$ cat src/rtl/xlate_pkg.sv
// Shared defaults for the paged translator: address and frame geometry.
// Assumes power-of-two page size; the offset width is derived by users.
package xlate_pkg;
    localparam int DEF_LA_W    = 16;  // logical address width
    localparam int DEF_PG_W    = 3;   // page index width (eight pages)
    localparam int DEF_FRAME_W = 4;   // frame number width (sixteen frames)
endpackage

$ cat src/rtl/xlate_table.sv
// Register page table: one frame number and valid bit per page.
// Assumes one write per cycle; reads are combinational and see the
// value held before any write landing at the coming edge.
module xlate_table #(
    parameter int PG_W    = 3,
    parameter int FRAME_W = 4,
    localparam int PAGES  = 1 << PG_W
) (
    input  logic               clk,
    input  logic               rst_n,
    input  logic               wr_en,
    input  logic [PG_W-1:0]    wr_page,
    input  logic [FRAME_W-1:0] wr_frame,
    input  logic               wr_valid,
    input  logic [PG_W-1:0]    rd_page,
    output logic [FRAME_W-1:0] rd_frame,
    output logic               rd_valid
);
    logic [FRAME_W-1:0] frame_q [PAGES];
    logic               valid_q [PAGES];

    for (genvar g = 0; g < PAGES; g++) begin : g_entry
        // Store or clear one entry on a matching write.
        always_ff @(posedge clk) begin
            if (!rst_n) begin
                frame_q[g] <= '0;
                valid_q[g] <= 1'b0;
            end else if (wr_en && (wr_page == PG_W'(g))) begin
                frame_q[g] <= wr_frame;
                valid_q[g] <= wr_valid;
            end
        end

        // a write to this entry is visible in the next cycle
        a_r7_write_lands: assert property (@(posedge clk) disable iff (!rst_n)
            (wr_en && wr_page == PG_W'(g)) |=>
            (frame_q[g] == $past(wr_frame) && valid_q[g] == $past(wr_valid)));
    end

    // Read the selected entry.
    always_comb begin
        rd_frame = frame_q[rd_page];
        rd_valid = valid_q[rd_page];
    end
endmodule

$ cat src/rtl/xlate_lookup.sv
// Combinational address split and compose: page index from the high
// bits, physical address = frame above the unchanged offset.
// Assumes LA_W > PG_W.
module xlate_lookup #(
    parameter int LA_W    = 16,
    parameter int PG_W    = 3,
    parameter int FRAME_W = 4,
    localparam int OFF_W  = LA_W - PG_W,
    localparam int PA_W   = FRAME_W + OFF_W
) (
    input  logic [LA_W-1:0]    laddr,
    input  logic [FRAME_W-1:0] frame,
    input  logic               entry_valid,
    output logic [PG_W-1:0]    page,
    output logic [PA_W-1:0]    paddr,
    output logic               fault
);
    // Split the logical address and build the physical one.
    always_comb begin
        page  = laddr[LA_W-1:OFF_W];
        paddr = entry_valid ? {frame, laddr[OFF_W-1:0]} : '0;
        fault = !entry_valid;
    end
endmodule

$ cat src/rtl/xlate_resp.sv
// Response register: captures the combinational result one cycle
// after a request and raises a one-cycle strobe.
// Assumes a request every cycle is allowed.
module xlate_resp #(
    parameter int PA_W = 17
) (
    input  logic            clk,
    input  logic            rst_n,
    input  logic            req_valid,
    input  logic [PA_W-1:0] nxt_paddr,
    input  logic            nxt_fault,
    output logic            rsp_valid,
    output logic [PA_W-1:0] rsp_paddr,
    output logic            rsp_paddr_ok,
    output logic            rsp_fault
);
    // Register the result of a request; quiet the flags otherwise.
    always_ff @(posedge clk) begin
        if (!rst_n) begin
            rsp_valid    <= 1'b0;
            rsp_paddr    <= '0;
            rsp_paddr_ok <= 1'b0;
            rsp_fault    <= 1'b0;
        end else begin
            rsp_valid    <= req_valid;
            rsp_paddr_ok <= req_valid && !nxt_fault;
            rsp_fault    <= req_valid && nxt_fault;
            if (req_valid) rsp_paddr <= nxt_paddr;
        end
    end

    // fault and usable are never raised together
    a_r6_flags_exclusive: assert property (@(posedge clk) disable iff (!rst_n)
        !(rsp_fault && rsp_paddr_ok));
    // no flag without a response strobe
    a_r10_quiet_idle: assert property (@(posedge clk) disable iff (!rst_n)
        !rsp_valid |-> (!rsp_fault && !rsp_paddr_ok));
endmodule

$ cat src/rtl/paged_xlate_top.sv
// Paged address translator top: register page table, combinational
// lookup, registered response one cycle after each request.
// Assumes writes and requests may coincide; lookups see the old entry.
module paged_xlate_top
    import xlate_pkg::*;
#(
    parameter int LA_W    = DEF_LA_W,
    parameter int PG_W    = DEF_PG_W,
    parameter int FRAME_W = DEF_FRAME_W,
    localparam int OFF_W  = LA_W - PG_W,
    localparam int PA_W   = FRAME_W + OFF_W
) (
    input  logic               clk,
    input  logic               rst_n,
    input  logic               wr_en,
    input  logic [PG_W-1:0]    wr_page,
    input  logic [FRAME_W-1:0] wr_frame,
    input  logic               wr_valid,
    input  logic               req_valid,
    input  logic [LA_W-1:0]    req_laddr,
    output logic               rsp_valid,
    output logic [PA_W-1:0]    rsp_paddr,
    output logic               rsp_paddr_ok,
    output logic               rsp_fault
);
    logic [PG_W-1:0]    lk_page;
    logic [FRAME_W-1:0] lk_frame;
    logic               lk_valid;
    logic [PA_W-1:0]    lk_paddr;
    logic               lk_fault;

    xlate_table #(.PG_W(PG_W), .FRAME_W(FRAME_W)) u_table (
        .clk(clk), .rst_n(rst_n),
        .wr_en(wr_en), .wr_page(wr_page), .wr_frame(wr_frame), .wr_valid(wr_valid),
        .rd_page(lk_page), .rd_frame(lk_frame), .rd_valid(lk_valid)
    );

    xlate_lookup #(.LA_W(LA_W), .PG_W(PG_W), .FRAME_W(FRAME_W)) u_lookup (
        .laddr(req_laddr), .frame(lk_frame), .entry_valid(lk_valid),
        .page(lk_page), .paddr(lk_paddr), .fault(lk_fault)
    );

    xlate_resp #(.PA_W(PA_W)) u_resp (
        .clk(clk), .rst_n(rst_n), .req_valid(req_valid),
        .nxt_paddr(lk_paddr), .nxt_fault(lk_fault),
        .rsp_valid(rsp_valid), .rsp_paddr(rsp_paddr),
        .rsp_paddr_ok(rsp_paddr_ok), .rsp_fault(rsp_fault)
    );

    // every request is answered at the next edge
    a_r5_rsp_next_cycle: assert property (@(posedge clk) disable iff (!rst_n)
        req_valid |=> rsp_valid);
    // offset passes through unchanged on a usable result
    a_r2_offset_kept: assert property (@(posedge clk) disable iff (!rst_n)
        req_valid |=> (!rsp_paddr_ok ||
                       rsp_paddr[OFF_W-1:0] == $past(req_laddr[OFF_W-1:0])));
    // a faulted response carries a zero address
    a_r6_fault_zero: assert property (@(posedge clk) disable iff (!rst_n)
        rsp_fault |-> (rsp_paddr == '0));
endmodule

$ cat config.mk
export PLATFORM = sky130hd
export DESIGN_NAME = paged_xlate_top
export DESIGN_NICKNAME = d
export VERILOG_FILES = /design/src/rtl/xlate_pkg.sv /design/src/rtl/xlate_table.sv /design/src/rtl/xlate_lookup.sv /design/src/rtl/xlate_resp.sv /design/src/rtl/paged_xlate_top.sv
export SDC_FILE = /design/constraint.sdc
export NUM_CORES = 1
export LEC_CHECK = 0
export BUFFER_PORTS_ARGS = -buffer_cell sky130_fd_sc_hd__buf_2
export CAP_MARGIN = 40
export CORE_AREA = 2 2 100 102
export CTS_CLUSTER_DIAMETER = 50
export DETAILED_ROUTE_END_ITERATION = 10
export DIE_AREA = 0 0 102 104
export GPL_TIMING_DRIVEN = 1
export HOLD_SLACK_MARGIN = 0.02
export MAX_ROUTING_LAYER = met4
export SYNTH_ARGS = -nofsm -noshare
export SYNTH_HDL_FRONTEND = slang
export SYNTH_SLANG_ARGS = --single-unit
$ cat constraint.sdc
create_clock -name clk -period 3.97 [get_ports clk]
set_input_delay 1.191 -clock clk [delete_from_list [all_inputs] [get_ports clk]]
set_output_delay 1.191 -clock clk [all_outputs]
set_load 0.01 [all_outputs]
==> impl_metrics.ini, run 1 <==
[setup_path]
start_kind = input pin
end_kind = register
cp.required_ns = 4.16
crit_arrival_ns = 2.66
crit_path_start = req_laddr[13]
r2r_start = u_table.valid_q[5]$_DFFE_PP_
worstRegToRegCells = 3
critPathKind = input pin to register
cp_max_fo = 19

[hold_path]
min_from = u_resp.rsp_paddr[4]$_SDFFE_PN0P_
hp-class = register to register
hold_depth = 2

[grt]
grt_usage = 0.114
antenna_found_initial = 0
grt_pass1_vias = 1669
grt_pass1_wl_mm = 8.76
grt_max_degree = 20
overflow = 0

[yosys]
synth_cell_types = 31
synthesis.area_um2 = 2780
ys_seq_area_frac = 0.573
avgSynthCellArea_um2 = 13.2
syn_inst = 211
synth_fp_nets = 239
synth-seq-cells = 60
ys_warn_count = 0

[floorplan]
die_y_um = 104
coreArea_um2 = 9550
die_x_um = 102
boundaryPins = 48
start_util = 0.291
num_rows = 36
die_area_um2 = 10600

[sta]
maxSlewViolCount = 0
slew_headroom = 0.395
hold_violations = 0
skew_ns = 0.00856
fin_crit_sh = 0.623
fmaxAchievable_mhz = 404
rsz0062_at_grt = no
layout_min_cycle_time_ns = 2.47
setup_viol = 0
fin_ws_ns = 1.50
worstMarginPinSlew_ns = 0.907
setup_tns_ns = 0

[clock_network]
cts.path.max_buffers = 2
cts_resized = 0
cts_root_buffer = clkbuf_8
cts_buffers = 9
cts_tree = yes
clock-sinks = 60
clk_latency_ns = 0.33
clk_pin_slew_ns = 0.07
htree_levels = 3
post-cts-setup-buffers = 0
cts_hold_buf = 0

[drt]
initialDrtViolationCount = 105
drtAntennaViolNets = 0
vias_per_cell = 4.45
post-route-drc-count = 0
wl_per_cell_um = 14.6
via_count = 1767
firstDrtPassIters = 4
drt-total-wl_mm = 5.80

[cells_and_area]
nFillCells = 969
syn_to_final_growth_pct = 19.0
drive_gt1_frac = 0.284
final_nets = 287
antennaDiodeCount = 0

[flow_run]
maxCapViolations = 0

[power]
ir_worst_vdd_mv = 0.123
leakage_uw = 0.00136
p_per_area_nw_per_um2 = 426

[placed_design]
dpl.hpwl_mm = 4.05
io_buffers = 47
post-place-ws_ns = 1.16
gp_congestion = 0.773

[outcome]
status = completed
critical path, stage by stage:
cell and delay (ns):
buf_2 0.29, mux2i_1 0.26, a22o_1 0.77, o41ai_1 0.15
report_power, final:
part / internal (uW) / switching [uW]
registers: 703 / 14.6
logic: 54.3 / 79.8
clock network: 319 / 236
total: 1080 / 330
cell usage after synthesis:
master         count  area, um2
o41ai_2            7        114
a21boi_0           1       7.51
and2b_2            1       8.76
nor3_1             3       15.0
buf_2              2       10.0
o21ai_0            6       30.0
mux2_2             2       22.5
o41ai_4            1       27.5
and2_1            39        244
dfxtp_1           21        420
nor2b_1            1       6.26
or4b_1             1       10.0
buf_8              1       15.0
inv_1             14       52.6
nand3_1            1       5.00
nor2_1             7       26.3
o41ai_1            9       78.8
o21a_1             1       7.51
nand3b_1           1       7.51
o22ai_4            1       20.0
a22o_1             1       8.76
mux2i_1            6       60.1
buf_6              4       45.0
nand2_1           21       78.8
dlygate4sd1_1      1       8.76
nand2b_1           3       18.8
edfxtp_1          39       1170
o31ai_1            3       22.5
or2b_1             1       7.51
mux4_1             8        210
clkbuf_1           4       15.0
final timing paths:
path	end	slack [ns]
max	u_resp.rsp_paddr[16]$_SDFFE_PN0P_	1.50
min	u_resp.rsp_paddr[4]$_SDFFE_PN0P_	0.45
max reg2reg	u_resp.rsp_paddr[16]$_SDFFE_PN0P_	2.34
min reg2reg	u_resp.rsp_paddr[4]$_SDFFE_PN0P_	0.45
cells by family after synthesis:
family | Yosys count | synth area share
multiplexers | 16 | 0.106
AND/OR/NAND/NOR | 79 | 0.154
AO/OA/AOI/OAI | 30 | 0.114
flip-flops | 60 | 0.573
buffers and inverters | 26 | 0.0527
sequential cells by signal, indices dropped and copies added, names as in the netlist:
| register | flops |
|---|---|
| u_resp.rsp_paddr_ok | 1 |
| u_resp.rsp_valid | 1 |
| u_resp.rsp_paddr | 17 |
| u_table.valid_q | 8 |
| u_table.frame_q | 32 |
| u_resp.rsp_fault | 1 |
per-stage QoR:
step                cells  utilization  hold WS, ns  power [uW]  area (um2)
global placement      380        0.324        0.426         863        3090
global route          397        0.346        0.471        1460        3300
floorplan             211            -        0.454         819        2780
CTS                   396        0.345        0.448        1420        3300
detailed placement    380        0.324        0.432         866        3090
finish                397        0.346        0.446        1410        3300
cell usage in the layout (no fill, tap or decap), drive strengths merged, types with 6 or more instances in the layout:
cell type | Yosys | layout
o41ai | 17 | 17
mux4 | 8 | 8
edfxtp | 39 | 39
dfxtp | 21 | 21
mux2i | 6 | 6
buf | 7 | 48
inv | 14 | 14
nor2 | 7 | 7
o21ai | 6 | 6
clkbuf | 4 | 15
and2 | 39 | 39
nand2 | 21 | 21
per-layer routing:
metal	routed length, um	global-route usage
met3	380	0.0349
met5	0	-
met1	2920	0.159
met4	99	0.0457
met2	2400	0.156
area by class of cell:
cell class	instances	area, um2	share of cell area
Clock inverter	2	12.5	0.00379
Clock buffer	14	195	0.0591
Inverter	14	52.6	0.0159
Tap cell	133	166	0.0504
Timing Repair Buffer	49	248	0.0750
Multi-Input combinational cell	125	1040	0.314
Sequential cell	60	1590	0.482
No activity file was read; power rests on OpenSTA's default activity.
==> inputs of run 2 (changes only) <==
- ABC_AREA: unset -> 1
- CORE_AREA: 2 2 100 102 -> 2 2 99 101
- DIE_AREA: 0 0 102 104 -> 0 0 101 103
- clock period: 3.97 -> 2.15 ns (I/O delays scaled with it)
==> run 2 against run 1 <==
Effect of this change: die area fell by 1.9%; sequential share of layout area is 0.15 points higher; worst hold slack better by 0.0051 ns; critical path type unchanged; highest routed layer unchanged.
==> impl_metrics.ini, run 2 <==
[outcome]
status = completed

[drt]
wl_per_cell_um = 12.3
vias_per_cell = 4.40
initialDrtViolationCount = 92
drtAntennaViolNets = 0
drt-total-wl_mm = 6.17
post-route-drc-count = 0
via_count = 2213
firstDrtPassIters = 4

[cells_and_area]
top_register = u_table.frame_q
syn_to_final_growth_pct = 19.3
final_nets = 412
nFillCells = 1027
drive_gt1_frac = 0.206
layout_common_cells = nand2_1 (111), inv_1 (49), nor2_1 (48)
largest_reg_flops = 32
antennaDiodeCount = 0
layout_commonest_cell = nand2_1
reg_top3 = u_table.frame_q: 32 flops, u_resp.rsp_paddr: 17 flops, u_table.valid_q: 8 flops
final_core_util = 0.348

[floorplan]
start_util = 0.292
die_y_um = 103
num_rows = 36
die_x_um = 101
boundaryPins = 48
die_area_um2 = 10400
coreArea_um2 = 9460

[power]
p_clk_frac = 0.383
p_per_area_nw_per_um2 = 778
leakage_uw = 0.00164
pwr-share-comb = 0.104
switchingPower_uw = 654
internal_power_uw = 1910
pwr-share-seq = 0.513
sw_frac_of_total = 0.255
ir_worst_vdd_mv = 0.251

[sta]
holdWs_ns = 0.451
skew_ns = 0.00475
rsz0062_at_grt = no
maxSlewViolCount = 0
slew_headroom = 0.570
layout_min_cycle_time_ns = 1.50
hold_violations = 0
fmaxAchievable_mhz = 667
worstMarginPinSlew_ns = 0.639
fin_crit_sh = 0.698
fin_ws_ns = 0.650
setup_viol = 0
setup_tns_ns = 0

[yosys]
yosysTopAreaCellShare = 0.424
avgSynthCellArea_um2 = 8.34
synth_top_area_cell = edfxtp_1
yosysMostFrequentCell = nand2_1
synthTopCellsByArea = edfxtp_1 (42%), dfxtp_1 (15%), nand2_1 (15%), inv_1 (6.7%), nor2_1 (6.5%)
synth-seq-cells = 60
synth_flop_cell = edfxtp_1
ys_seq_area_frac = 0.577
synth_fp_nets = 359
synthesis.area_um2 = 2760
ys_warn_count = 0
syn_inst = 331
synth_common_cells = nand2_1 (111), inv_1 (49), nor2_1 (48)
ys_async_sr_fraction = 0
synth-edff-count = 39
synth_cell_types = 19

[grt]
overflow = 0
grt_pass1_vias = 2080
grt_usage = 0.129
grt_pass1_wl_mm = 9.83
antenna_found_initial = 0
grt_max_degree = 21

[clock_network]
clk_latency_ns = 0.34
cts_resized = 0
cts.path.max_buffers = 2
clock-sinks = 60
cts_hold_buf = 0
cts_buffers = 9
htree_levels = 3
post-cts-setup-buffers = 0
clk_pin_slew_ns = 0.07
cts_root_buffer = clkbuf_8
cts_tree = yes

[placed_design]
gp_congestion = 0.780
io_buffers = 47
post-place-ws_ns = 0.300
dpl.hpwl_mm = 4.48

[setup_path]
crit_arrival_ns = 1.73
r2r_start = u_table.valid_q[7]$_DFFE_PP_
cp.required_ns = 2.38
rrSetupSlack_ns = 0.97
cp_max_fo = 20
crit_path_start = req_laddr[13]
worstRegToRegCells = 8
end_kind = register
critPathKind = input pin to register
start_kind = input pin
r2r_end = u_resp.rsp_paddr[8]$_SDFFE_PN0P_

[flow_run]
maxCapViolations = 0

[hold_path]
min_from = u_resp.rsp_paddr[10]$_SDFFE_PN0P_
hp-class = register to register
hold-path-endpoint = u_resp.rsp_paddr[10]$_SDFFE_PN0P_
hold_depth = 2
==> run 2: logic make-up after synthesis <==
kind of cell	share of synthesized area
compound gates	0.00771
buf+inv	0.0961
flops	0.577
simple gates	0.320
==> run 2: cell type report <==
cell class                 count  area [um2]  area share
clock buffer                   9         124      0.0376
clock inverter                 7        67.6      0.0205
inverter                      51         191      0.0581
multi-input combinational    210         903       0.274
sequential                    60        1590       0.483
tap                          114         143      0.0433
timing repair buffer          52         273      0.0828
==> run 2: stage by stage <==
step | power [uW] | cells | cell area, um2
floorplan | 1520 | 331 | 2760
global placement | 1600 | 487 | 3100
finish | 2560 | 503 | 3290
detailed placement | 1610 | 487 | 3100
CTS | 2590 | 503 | 3290
global route | 2680 | 503 | 3290
==> run 2: routing by layer <==
metal,track usage,vias to the layer above,part of all wire
li1,-,1133,-
met1,0.165,975,0.48
met2,0.195,94,0.42
met3,0.0325,11,0.081
met4,0.0561,0,0.024
met5,-,-,0
==> run 2: how the worst max path moves through the flow <==
stage / end / slack (ns)
after floorplan: u_resp.rsp_paddr[8]$_SDFFE_PN0P_ / 0.61
after global placement: u_resp.rsp_paddr[7]$_SDFFE_PN0P_ / 0.33
after detailed placement: u_resp.rsp_paddr[8]$_SDFFE_PN0P_ / 0.30
after CTS: u_resp.rsp_paddr[8]$_SDFFE_PN0P_ / 0.65
after global routing: u_resp.rsp_paddr[7]$_SDFFE_PN0P_ / 0.48
final: u_resp.rsp_paddr[8]$_SDFFE_PN0P_ / 0.65
==> run 2: power groups by stage <==
stage | Clock (uW) | Combinational [uW] | Sequential, uW
final | 981 | 266 | 1310
after global routing | 1050 | 303 | 1320
after detailed placement | 0 | 268 | 1340
after floorplan | 0 | 172 | 1340
after global placement | 0 | 265 | 1340
after CTS | 1000 | 269 | 1310
==> run 2: critical path: stages <==
cell     delay [ns]
buf_2          0.11
inv_2          0.27
nand2_1        0.09
nand3_1        0.11
nand2_1        0.08
nand2_2        0.09
nand2_4        0.15
nand3_1        0.11
nand2_1        0.05
